===== src/rtl/icp_pkg.sv =====
package icp_pkg;
   typedef enum logic [1:0] {
      SEQ_IDLE = 2'd0,
      SEQ_BASE = 2'd1,
      SEQ_CASC = 2'd2,
      SEQ_MODE = 2'd3
   } seq_t;

   localparam logic [2:0] OP_ROT_OFF  = 3'd0;
   localparam logic [2:0] OP_EOI      = 3'd1;
   localparam logic [2:0] OP_NOP      = 3'd2;
   localparam logic [2:0] OP_SEOI     = 3'd3;
   localparam logic [2:0] OP_ROT_ON   = 3'd4;
   localparam logic [2:0] OP_EOI_ROT  = 3'd5;
   localparam logic [2:0] OP_SET_BASE = 3'd6;
   localparam logic [2:0] OP_SEOI_ROT = 3'd7;

   localparam logic [7:0] POLL_EMPTY = 8'h07;
endpackage


===== src/rtl/icp_rot_pick.sv =====
module icp_rot_pick #(
   parameter int N = 8
) (
   input  logic [N-1:0]         bits,
   input  logic [$clog2(N)-1:0] start,
   output logic                 found,
   output logic [$clog2(N)-1:0] line
);
   localparam int IW = $clog2(N);

   logic [2*N-1:0] dbl;
   logic [N-1:0]   rot;

   generate
      if ((1 << IW) != N) begin : g_bad_n
         $error("icp_rot_pick: N must be a power of two");
      end
   endgenerate

   always_comb begin
      dbl   = {bits, bits};
      rot   = dbl[start +: N];
      found = |bits;
      line  = '0;
      for (int i = N - 1; i >= 0; i--) begin
         if (rot[i]) line = start + IW'(i);
      end
   end
endmodule


===== src/rtl/icp_init_seq.sv =====
module icp_init_seq import icp_pkg::*; #(
   parameter int DW       = 8,
   parameter int BASE_LSB = 3
) (
   input  logic          clk,
   input  logic          rst_n,
   input  logic          start,
   input  logic          data_wr,
   input  logic [DW-1:0] wdata,
   output seq_t          state,
   output logic [DW-1:0] vec_base,
   output logic          nested,
   output logic          aeoi,
   output logic          single
);
   localparam logic [DW-1:0] BASE_KEEP = {DW{1'b1}} << BASE_LSB;

   logic fourth_q;

   always_ff @(posedge clk or negedge rst_n) begin
      if (!rst_n) begin
         state    <= SEQ_IDLE;
         vec_base <= '0;
         nested   <= 1'b0;
         aeoi     <= 1'b0;
         single   <= 1'b0;
         fourth_q <= 1'b0;
      end else if (start) begin
         state    <= SEQ_BASE;
         fourth_q <= wdata[0];
         single   <= wdata[1];
         vec_base <= '0;
         nested   <= 1'b0;
         aeoi     <= 1'b0;
      end else if (data_wr) begin
         case (state)
            SEQ_BASE: begin
               vec_base <= wdata & BASE_KEEP;
               state    <= !single ? SEQ_CASC : (fourth_q ? SEQ_MODE : SEQ_IDLE);
            end
            SEQ_CASC: state <= fourth_q ? SEQ_MODE : SEQ_IDLE;
            SEQ_MODE: begin
               nested <= wdata[4];
               aeoi   <= wdata[1];
               state  <= SEQ_IDLE;
            end
            default: ;
         endcase
      end
   end
endmodule


===== src/rtl/icp_cmd_port.sv =====
module icp_cmd_port import icp_pkg::*; #(
   parameter int LINES = 8,
   parameter int DW    = 8
) (
   input  logic                     clk,
   input  logic                     rst_n,
   input  logic                     wr_stb,
   input  logic                     rd_stb,
   input  logic                     addr,
   input  logic [DW-1:0]            wdata,
   input  logic [LINES-1:0]         req_bits,
   input  logic [LINES-1:0]         svc_bits,
   input  logic                     pend_vld,
   input  logic [$clog2(LINES)-1:0] pend_line,
   output logic [DW-1:0]            rdata,
   output logic [LINES-1:0]         svc_clr,
   output logic [LINES-1:0]         req_clr,
   output logic                     init_pulse,
   output logic [LINES-1:0]         irq_mask,
   output logic [DW-1:0]            vec_base,
   output logic [$clog2(LINES)-1:0] prio_base,
   output logic                     auto_eoi,
   output logic                     rot_auto_eoi,
   output logic                     nested_mode,
   output logic                     spec_mask,
   output logic                     single_mode
);
   localparam int LW = $clog2(LINES);

   generate
      if (LINES != 8 || DW != 8) begin : g_bad_cfg
         $error("icp_cmd_port: command encoding needs LINES == 8 and DW == 8");
      end
   endgenerate

   seq_t           seq_state;
   logic           poll_q, rdsel_q;
   logic           is_init, is_mode, is_op, data_wr, mask_wr, poll_take;
   logic [2:0]     op;
   logic           pk_found;
   logic [LW-1:0]  pk_line;
   logic [LW-1:0]  base_nx;
   logic           rot_nx;
   logic [LINES-1:0] op_clr, poll_clr;
   logic [DW-1:0]  rd_val;

   assign is_init  = wr_stb && !addr && wdata[4];
   assign is_mode  = wr_stb && !addr && !wdata[4] && wdata[3];
   assign is_op    = wr_stb && !addr && !wdata[4] && !wdata[3];
   assign data_wr  = wr_stb && addr;
   assign mask_wr  = data_wr && (seq_state == SEQ_IDLE);
   assign op       = wdata[7:5];
   assign poll_take = rd_stb && poll_q && pend_vld;

   icp_init_seq #(.DW(DW), .BASE_LSB(LW)) u_seq (
      .clk      (clk),
      .rst_n    (rst_n),
      .start    (is_init),
      .data_wr  (data_wr),
      .wdata    (wdata),
      .state    (seq_state),
      .vec_base (vec_base),
      .nested   (nested_mode),
      .aeoi     (auto_eoi),
      .single   (single_mode)
   );

   icp_rot_pick #(.N(LINES)) u_pick (
      .bits  (svc_bits),
      .start (prio_base),
      .found (pk_found),
      .line  (pk_line)
   );

   always_comb begin
      op_clr  = '0;
      base_nx = prio_base;
      rot_nx  = rot_auto_eoi;
      if (is_op) begin
         case (op)
            OP_ROT_OFF, OP_ROT_ON: rot_nx = wdata[7];
            OP_EOI, OP_EOI_ROT: begin
               if (pk_found) begin
                  op_clr[pk_line] = 1'b1;
                  if (op == OP_EOI_ROT) base_nx = pk_line + LW'(1);
               end
            end
            OP_SEOI: op_clr[wdata[LW-1:0]] = 1'b1;
            OP_SET_BASE: base_nx = wdata[LW-1:0] + LW'(1);
            OP_SEOI_ROT: begin
               op_clr[wdata[LW-1:0]] = 1'b1;
               base_nx = wdata[LW-1:0] + LW'(1);
            end
            default: ;
         endcase
      end
   end

   always_comb begin
      poll_clr = '0;
      if (poll_take) poll_clr[pend_line] = 1'b1;
   end

   assign svc_clr    = op_clr | poll_clr;
   assign req_clr    = poll_clr;
   assign init_pulse = is_init;

   always_comb begin
      if (poll_q)       rd_val = pend_vld ? DW'(pend_line) : POLL_EMPTY;
      else if (addr)    rd_val = irq_mask;
      else if (rdsel_q) rd_val = svc_bits;
      else              rd_val = req_bits;
   end

   always_ff @(posedge clk or negedge rst_n) begin
      if (!rst_n) begin
         irq_mask     <= '0;
         prio_base    <= '0;
         rot_auto_eoi <= 1'b0;
         spec_mask    <= 1'b0;
         rdsel_q      <= 1'b0;
         poll_q       <= 1'b0;
         rdata        <= '0;
      end else begin
         if (rd_stb) rdata <= rd_val;
         if (is_init) begin
            irq_mask     <= '0;
            prio_base    <= '0;
            rot_auto_eoi <= 1'b0;
            spec_mask    <= 1'b0;
            rdsel_q      <= 1'b0;
            poll_q       <= 1'b0;
         end else begin
            prio_base    <= base_nx;
            rot_auto_eoi <= rot_nx;
            if (mask_wr) irq_mask <= wdata;
            if (is_mode && wdata[2])      poll_q <= 1'b1;
            else if (rd_stb)              poll_q <= 1'b0;
            if (is_mode && wdata[1])      rdsel_q <= wdata[0];
            if (is_mode && wdata[6])      spec_mask <= wdata[5];
         end
      end
   end
endmodule


===== config.mk =====
export PLATFORM = sky130hd
export DESIGN_NAME = icp_cmd_port
export DESIGN_NICKNAME = d
export VERILOG_FILES = /design/src/rtl/icp_pkg.sv /design/src/rtl/icp_rot_pick.sv /design/src/rtl/icp_init_seq.sv /design/src/rtl/icp_cmd_port.sv
export SDC_FILE = /design/constraint.sdc
export NUM_CORES = 1
export LEC_CHECK = 0
export ABC_AREA = 1
export BUFFER_PORTS_ARGS = -buffer_cell sky130_fd_sc_hd__buf_2
export CORE_UTILIZATION = 35
export CTS_BUF_LIST = sky130_fd_sc_hd__clkbuf_4
export DETAILED_ROUTE_END_ITERATION = 8
export PLACE_DENSITY = 0.66
export SYNTH_ARGS = -nofsm -noshare
export SYNTH_HDL_FRONTEND = slang
export SYNTH_SLANG_ARGS = --single-unit
export TNS_END_PERCENT = 30

===== constraint.sdc =====
create_clock -name clk -period 3.3 [get_ports clk]
set_clock_uncertainty 0.1 [all_clocks]
set_input_delay 0.495 -clock clk [delete_from_list [all_inputs] [get_ports clk]]
set_output_delay 0.495 -clock clk [all_outputs]
set_load 0.05 [all_outputs]

Word-level counts from Yosys, hierarchy flattened
Index checks and enable logic that the tools add are counted.
- flip-flop bits (word level): 37
- latch bits: 0
- RAM bits: 0
- memory bits (read-only): 0
- bits of input ports: 33
- logic and storage cells: 135
- memories kept: 0
- add/sub/neg operators: 9
- $mul: 0
- divide/modulo/power cells: 0
- order comparisons: 6
- equal/unequal tests: 11
- shift operators: 1
- mux-type cells: 53
- bitwise operators: 1
- reductions and logical operators: 41
- operators with widths (cell ; number):
    $mux W8 ; 11
    $mux W3 ; 13
    $mux W1 ; 19
    $pmux W8 S2 ; 1
    $reduce_bool A2 Y1 ; 8
    $shiftx A16 B4 Y8 ; 1
    $logic_and A1 B1 Y1 ; 15
    $add A3 B3 Y3 const B ; 4
    $eq A3 B3 Y1 const B ; 4
    $lt A3 B4 Y1 const B ; 3
    $add A3 B1 Y3 const B ; 3
    $demux W1 S3 ; 3
    $ge A3 B1 Y1 const B ; 3
    $mux W2 ; 4
    $or A8 B8 Y8 ; 1
    $reduce_and A2 Y1 ; 4
    $reduce_or A2 Y1 ; 4
    $reduce_or A8 Y1 ; 1
    $add A3 B2 Y3 const B ; 2
    $ne A3 B3 Y1 const B ; 2
    $pmux W2 S3 ; 1
    $pmux W3 S2 ; 1
    $reduce_bool A3 Y1 ; 2
    $eq A2 B2 Y1 const B ; 2
    8 further kinds ; 10

Depth between registers and ports, before layout
Gate-level depths: netlist (run 1).
- depth after elaboration: 17
- depth in mapped cells: 20
- depth with buffers taken out: 20

Modules after synthesis
Synthesis (run 1) repeated with hierarchy kept, for this count alone.
- cells, all modules: 456
- area total of the unflattened synthesis: 2879.0 um^2
- modules (own cells, without submodules) (module ; instances ; cells an instance ; area each (um^2)):
    icp_cmd_port ; 1 ; 256 ; 1602.8
    icp_rot_pick ; 1 ; 124 ; 705.7
    icp_init_seq ; 1 ; 76 ; 570.5

Least setup slack after synthesis (run 1)
OpenSTA, ideal clock, no wires.
- path type: flip-flop to output port
- from: reg prio_base[1]
- to: out svc_clr[7]
- arrival time: 2.358 ns
- required time: 2.705 ns
- slack: 0.347 ns
- stages on the path, launching flop included: 17
- buffers on the path: 1
- path through: dfrtp_1 -> inv_2 -> buf_6 -> ha_1 -> inv_1 -> nand3_1 -> nand2_1 -> nand2_1 -> nand3_1 -> nand2_1 -> nand2_2 -> nand2_1 -> nand2_2 -> nand3_1 -> nand2_1 -> nand2_1 -> nand2_1
- cells in the longest elaborated chain, start to end: 17
- elaborated cells on any way between the ends: 25
- ends and longest elaborated chain (item ; RTL line ; text):
    start, declared ; icp_cmd_port.sv:21 ; output logic [$clog2(LINES)-1:0] prio_base,
    start signal, assigned ; icp_cmd_port.sv:134 ; prio_base <= base_nx;
    $shiftx A16 B4 Y8 / $add A3 B3 Y3 (equally long branches) ; icp_rot_pick.sv:22, icp_rot_pick.sv:26 ;
    $mux W3 (7 in a row) ; icp_rot_pick.sv:26 ; if (rot[i]) line = start + IW'(i);
    $mux W3 (*) ; icp_rot_pick.sv:26 ;
    $lt A3 B4 Y1 (not written as such) / $ge A3 B1 Y1 (equally long branches) ; icp_cmd_port.sv:84 ; op_clr[pk_line] = 1'b1;
    $logic_and A1 B1 Y1 (not written as such) ; icp_cmd_port.sv:84 ;
    $mux W1 (not written as such) ; icp_cmd_port.sv:84 ;
    $demux W1 S3 (*) ; icp_cmd_port.sv:84 ;
    $mux W8 (*) ; icp_cmd_port.sv:83 ; if (pk_found) begin
    $pmux W8 S2 (*) ; icp_cmd_port.sv:80 ; case (op)
    $mux W8 (*) ; icp_cmd_port.sv:79 ; if (is_op) begin
    $or A8 B8 Y8 (*) ; icp_cmd_port.sv:104 ; assign svc_clr = op_clr | poll_clr;
    end, declared ; icp_cmd_port.sv:16 ; output logic [LINES-1:0] svc_clr,
Mark *: on every way between the ends. The rest lies on a longest branch, timed or not.

Worst setup path in the final report (run 1)
- from: reg prio_base[0]
- to: out svc_clr[2]
Same word-level chain as after synthesis.

==> results of run 1 <==
## layer usage
metal  vias up  wire length (microns)  GRT usage, %
met4         0                    123          5.42
li1       1512                      -             -
met2       113                   3860          34.2
met5         -                      0             0
met3        13                    530          3.18
met1      1419                   3610          25.5
## cell type report
cell class                 instances  area (sq um)
clock buffer                       7          52.6
fill                             802          4310
inverter                          57           219
multi-input combinational        317          1680
sequential                        34           851
tap                              102           128
timing repair buffer              85           485
## cells in the mapped netlist
library cell / number / area, sq um
a21oi_1: 17 / 85.1
o22ai_1: 2 / 12.5
nand2_2: 19 / 119
conb_1: 1 / 3.75
nand3_2: 10 / 100
clkbuf_4: 1 / 7.51
inv_2: 8 / 30.0
a21o_1: 5 / 37.5
o211ai_1: 3 / 22.5
a221oi_1: 6 / 52.6
dfrtp_1: 34 / 851
inv_1: 48 / 180
xor2_1: 1 / 8.76
clkbuf_8: 2 / 27.5
clkbuf_1: 5 / 18.8
nand2_4: 1 / 11.3
xnor2_1: 2 / 17.5
o21ai_0: 20 / 100
a211o_1: 1 / 8.76
nor2_2: 2 / 12.5
nor2_4: 1 / 11.3
o21ai_2: 2 / 17.5
a21oi_2: 2 / 17.5
a21oi_4: 1 / 16.3
nand3b_1: 1 / 7.51
o21ai_1: 3 / 15.0
o221ai_1: 1 / 8.76
nor2_1: 32 / 120
buf_6: 2 / 22.5
clkinv_1: 1 / 3.75
and2_4: 1 / 8.76
ha_1: 3 / 37.5
mux2_2: 6 / 67.6
nand2_1: 128 / 480
nor4_1: 2 / 12.5
a32o_1: 1 / 10.0
buf_4: 3 / 22.5
a31oi_1: 2 / 12.5
nand3_1: 37 / 185
or2_2: 1 / 6.26
o21ai_4: 1 / 16.3
## worst reg2reg max path: cells and delay by family, from the launching register on
family                   cells  cell delay, ns
AO/OA/AOI/OAI                2            0.21
flip-flops                   1            0.44
AND/OR/NAND/NOR             15            1.29
buffers and inverters        1            0.17
adder cells (fa/ha/maj)      1            0.21
## repair_timing
action                                  CTS  global route
endpoints found under the setup margin    0             8
hold buffers                              0             0
buffers inserted                          0             2
resized for setup                         0            33
## metrics by stage
step | power [mW] | cell area (sq um) | TNS [ns] | std cells | utilization, %
2_1_floorplan | 2.28 | 2810 | 0 | 421 | -
3_3_place_gp | 2.63 | 3270 | 0 | 593 | 42.3
3_5_place_dp | 2.66 | 3270 | 0 | 593 | 42.3
4_1_cts | 2.89 | 3320 | 0 | 600 | 43.0
5_1_grt | 3.23 | 3420 | -0.0623 | 602 | 44.2
6_report | 2.97 | 3420 | 0 | 602 | 44.2
## state kept, by name (all words and copies together) (netlist names), 2 cells and up
name            flops
irq_mask            8
rdata               8
u_seq.vec_base      5
prio_base           3
u_seq.state         2
## where the power goes
group / switching, mW / total [mW] / internal (mW) / leakage (nW)
combinational: 1.47 / 2.14 / 0.666 / 1.45
sequential: 0.0877 / 0.606 / 0.519 / 0.424
clock: 0.134 / 0.231 / 0.0968 / 0.0322
## path summary, 6_finish.rpt
check	from	end	slack (ns)	depth (start not counted)
setup / recovery	prio_base[0]	svc_clr[2]	0.20	19
hold / removal	rst_n	irq_mask[0]	0.13	1
setup reg to reg	prio_base[0]	prio_base[2]	0.78	19
hold reg to reg	rdata[3]	rdata[3]	0.40	1
max in group asynchronous	rst_n	u_seq.vec_base[6]	2.47	1
min in group clk	wdata[2]	poll_q	0.37	2
## cells in the final DEF (no fill, tap or decap), types with 5 or more instances in the layout
cell and instances:
nand2_1 123, buf_2 70, inv_1 48, nand3_1 36
dfrtp_1 34, nor2_1 31, nand2_2 24, o21ai_0 20
a21oi_1 16, nand3_2 11, buf_4 9, clkbuf_4 8
inv_2 6, a221oi_1 6, mux2_2 6, a21o_1 5
## cells by family (layout without fill, tap and decap cells)
| group | count (synthesis) | after routing |
|---|---|---|
| other | 1 | 3 |
| flip-flops | 34 | 34 |
| adder cells (fa/ha/maj) | 3 | 3 |
| buffers and inverters | 70 | 149 |
| XOR/XNOR | 3 | 3 |
| multiplexers | 6 | 6 |
| AND/OR/NAND/NOR | 235 | 235 |
| AO/OA/AOI/OAI | 67 | 67 |
==> impl_results.md, run 1 <==
* Status: completed
* Tightest Pin Transition at 0.782 ns
* Final Hold Vio Count at 0
* Worst vdd ir at 0.412 mV
* CTS Sinks at 34
* Vias in the first global route at 2915
* Yosys cell types at 41
* CP startpoint kind: register
* Htree depth at 2
* CP delay by family, top: simple AND/OR/NAND/NOR gates
* Worst-path cell chain: buf_8 -> nand2_2 -> nand3_2 -> nand2_2 -> nand2_1 -> nand2_2 -> nand3_1 -> nand2_1 -> nand2_1 -> nand3_1 -> nand2_1 -> nand2_2 -> nand2_1 -> nand2_2 -> nand3_1 -> nand2_1 -> nand2_1 -> nand2_1 -> buf_4
* Cell repeated most along the worst path: nand2_1
* CTS Buffer Depth at 2
* Die Footprint at 0.00838 sq mm
* Via density at 5.08
* Worst skew pair latency at 0.34 ns
* DRT iter0 DRCs at 180
* Post-Synth Adder-Cell Area at 1.34%
* Core Region at 0.00773 sq mm
* Gpl congestion at 0.867
* Die H at 91.5 microns
* Compound-Gate Fraction of Synth Area at 15.4%
* Post-DP HPWL at 6.40 mm
* Max cap viols at 0
* Total track usage at 19.8%
* WL final at 8.12 mm
* Setup violators final at 0
* Total grt overflow at 0
* CP bufs+invs at 2
* Die Width at 91.5 microns
* Worst path max stage delay at 0.44 ns
* Mux share of post-synthesis cell area at 2.41%
* Post-DR wirelength/cell at 13.5 microns
* Synth Instances at 419
* Post-synthesis sequential area ratio at 30.3%
* TritonCTS clock tree: done
* Rel. slew slack at 47.9%
* Routed Antenna Nets at 0
* Setup WS pre-CTS at 0.440 ns
* F_max at 0.322 GHz
* I/O Buffers at 78
* Worst setup EP type: output pin
* CP max FO at 11
* Detailed-route via count at 3057
* Required time of the critical path at 2.70 ns
* Synth Area in Simple Gates at 38.3%
* LEAKAGE at 1.91 nW
* Mean Syn Cell Area at 6.70 sq um
* Post-route DRC at 0
* Setup CP Type: register to output pin
* XOR/XNOR share of the synthesized area at 0.936%
* Worst hold slack at 0.128 ns
* Synthesis Warnings at 0
* I/O pins at 82
* Final Slew Violations at 0
* TritonCTS Buffers at 5
* Row count at 32
* Minimum clock period at 3.10 ns
* Root Driver: clkbuf_4
* Drt pass-1 iters at 5
* Fin crit share at 94.0%
* Largest net degree at the start of global routing at 35
* Post-Syn Area at 0.00281 sq mm
* Starting density of the core at 36.3%
* Nets at 536
* Main combinational cell family by area after synthesis: simple AND/OR/NAND/NOR gates
* Worst Hold Class: input port to asynchronous set/reset pin
* First-pass GRT wire length at 13.3 mm
* Ratio of cells with drive above 1 in the final layout at 31.0%
* Setup slack after layout at 0.197 ns
* PD cells at 871 mW/mm^2
* Arrival @ worst endpoint at 2.51 ns
* Reg clk slew, reported paths at 0.10 ns
* Area Overhead vs Synth at 21.8%
* Antenna Cells at 0
* CP max stage cell: dfrtp_1
* Synth Register Bits at 34
* Initial antenna violation count at 0
No activity file was read; power rests on OpenSTA's default activity.
==> run 2, diff against run 1 <==
Settings changed: CAP_MARGIN set to 20, CORE_ASPECT_RATIO set to 1.4.
==> impl_results.md, run 2 (same netlist as run 1, synthesis figures left out) <==
* Reg clk slew, reported paths at 0.11 ns
* Reg2Reg Depth at 20
* Post-DP HPWL at 6.26 mm
* CP max FO at 6
* Area Overhead vs Synth at 24.7%
* Via density at 5.01
* PD cells at 881 mW/mm^2
* Die Width at 77.7 microns
* Post-DR wirelength/cell at 12.8 microns
* Worst skew pair latency at 0.34 ns
* I/O pins at 82
* Required time of the critical path at 2.70 ns
* I/O Buffers at 78
* Status: completed
* Drt pass-1 iters at 4
* CTS Sinks at 34
* Htree depth at 2
* Ratio of cells with drive above 1 in the final layout at 33.0%
* Antenna Cells at 0
* CTS Buffer Depth at 2
* CP startpoint kind: register
* F_max at 0.320 GHz
* Vias in the first global route at 2779
* Commonest non-fill, non-tap cell in the layout: nand2_1
* Worst Hold Class: input port to asynchronous set/reset pin
* Initial antenna violation count at 0
* Die H at 108 microns
* WL final at 7.82 mm
* Row count at 38
* LEAKAGE at 1.95 nW
* Rel. slew slack at 48.5%
* First-pass GRT wire length at 12.3 mm
* Max cap viols at 0
* Die Footprint at 0.00839 sq mm
* Overall power at 3.08 mW
* Fillcell total at 795
* Launch point of the worst reg-to-reg path: prio_base[0]
* Detailed-route via count at 3049
* Worst vdd ir at 0.452 mV
* Routed Antenna Nets at 0
* Starting density of the core at 36.2%
* Fin crit share at 94.7%
* Nets at 544
* Gpl congestion at 0.906
* Minimum clock period at 3.13 ns
* Setup violators final at 0
* Core Region at 0.00775 sq mm
* TritonCTS Buffers at 5
* Critical path origin: prio_base[0]
* CTS Hold Bufs at 0
* Worst setup path end: svc_clr[1]
* Largest net degree at the start of global routing at 35
* Final Slew Violations at 0
* Arrival @ worst endpoint at 2.53 ns
* Worst reg2reg endpoint: prio_base[2]
* Most frequent cells in the layout: 120 x nand2_1, 70 x buf_2, 47 x inv_1, 35 x nand3_1, 33 x dfrtp_1
* Root Driver: clkbuf_4
* Total grt overflow at 0
* Total track usage at 18.6%
* Tightest Pin Transition at 0.773 ns
* Final Hold Vio Count at 0
* Worst setup EP type: output pin
* DRT iter0 DRCs at 135
* Post-layout util at 45.2%
* TritonCTS clock tree: done
* Flop-to-flop setup slack at 0.76 ns
* Setup CP Type: register to output pin
* Biggest regs: irq_mask: 8 flops, rdata: 8 flops, u_seq.vec_base: 5 flops
* Post-route DRC at 0
## run 2: how the worst min path moves through the flow
stage	endpoint	slack, ns	depth (start not counted)	from
finish	rdata[3]	0.12	1	rst_n
global route	rdata[7]	0.16	1	rst_n
CTS	rdata[7]	0.13	1	rst_n
detailed placement	rdata[5]	0.37	1	rdata[5]
global placement	rdata[5]	0.36	1	rdata[5]
floorplan	irq_mask[0]	0.1	0	rst_n
## run 2: area by class of cell
type | instances | area (sq um) | share of cell area (%)
clock inverters | 2 | 8.76 | 0.250
well taps | 100 | 125 | 3.58
repair buffers | 93 | 546 | 15.6
flip-flops and latches | 34 | 852 | 24.3
multi-input cells | 317 | 1700 | 48.5
inverters | 57 | 226 | 6.47
clock buffers | 6 | 45.0 | 1.29
## run 2: stage by stage
step                      hold WS (ns)  setup slack (ns)  instance area (sq um)  setup TNS, ns  instances
after detailed placement         0.368             0.457                   3270              0        591
after global placement           0.364             0.476                   3270              0        591
after global routing             0.155           -0.0692                   3500         -0.104        609
after CTS                        0.135             0.120                   3320              0        599
after floorplan                 0.0994             0.347                   2810              0        421
final                            0.121             0.175                   3500              0        609
## run 2: power breakdown
group | switching [mW] | total (mW) | internal (mW)
combinational | 1.50 | 2.25 | 0.753
clock | 0.136 | 0.224 | 0.0882
sequential | 0.0861 | 0.606 | 0.520
total | 1.72 | 3.08 | 1.36
## run 2: worst max-delay path: stages (launching register included)
cell	delay, ns
dfrtp_1	0.41
buf_6	0.14
buf_6	0.13
nand2_2	0.08
nand3_2	0.09
nand3_1	0.10
nand2_2	0.09
a21oi_1	0.13
nand2_1	0.07
nand2_1	0.07
nand3_2	0.07
nand2_1	0.07
nand2_2	0.07
a21oi_4	0.16
nand3_1	0.10
nand2_1	0.07
nand2_1	0.05
nand2_1	0.07
clkbuf_4	0.22
## run 2: repair_timing
action                                  CTS  global route
setup buffers                             0            10
resized for setup                         0            42
endpoints found under the setup margin    0             8
## run 2: metal layers
layer | global-route usage [%] | routed length, microns | up-vias
li1 | - | - | 1529
met1 | 19.5 | 2940 | 1416
met2 | 36.4 | 4400 | 88
met3 | 2.45 | 282 | 16
met4 | 7.95 | 199 | 0
met5 | 0 | 0 | -
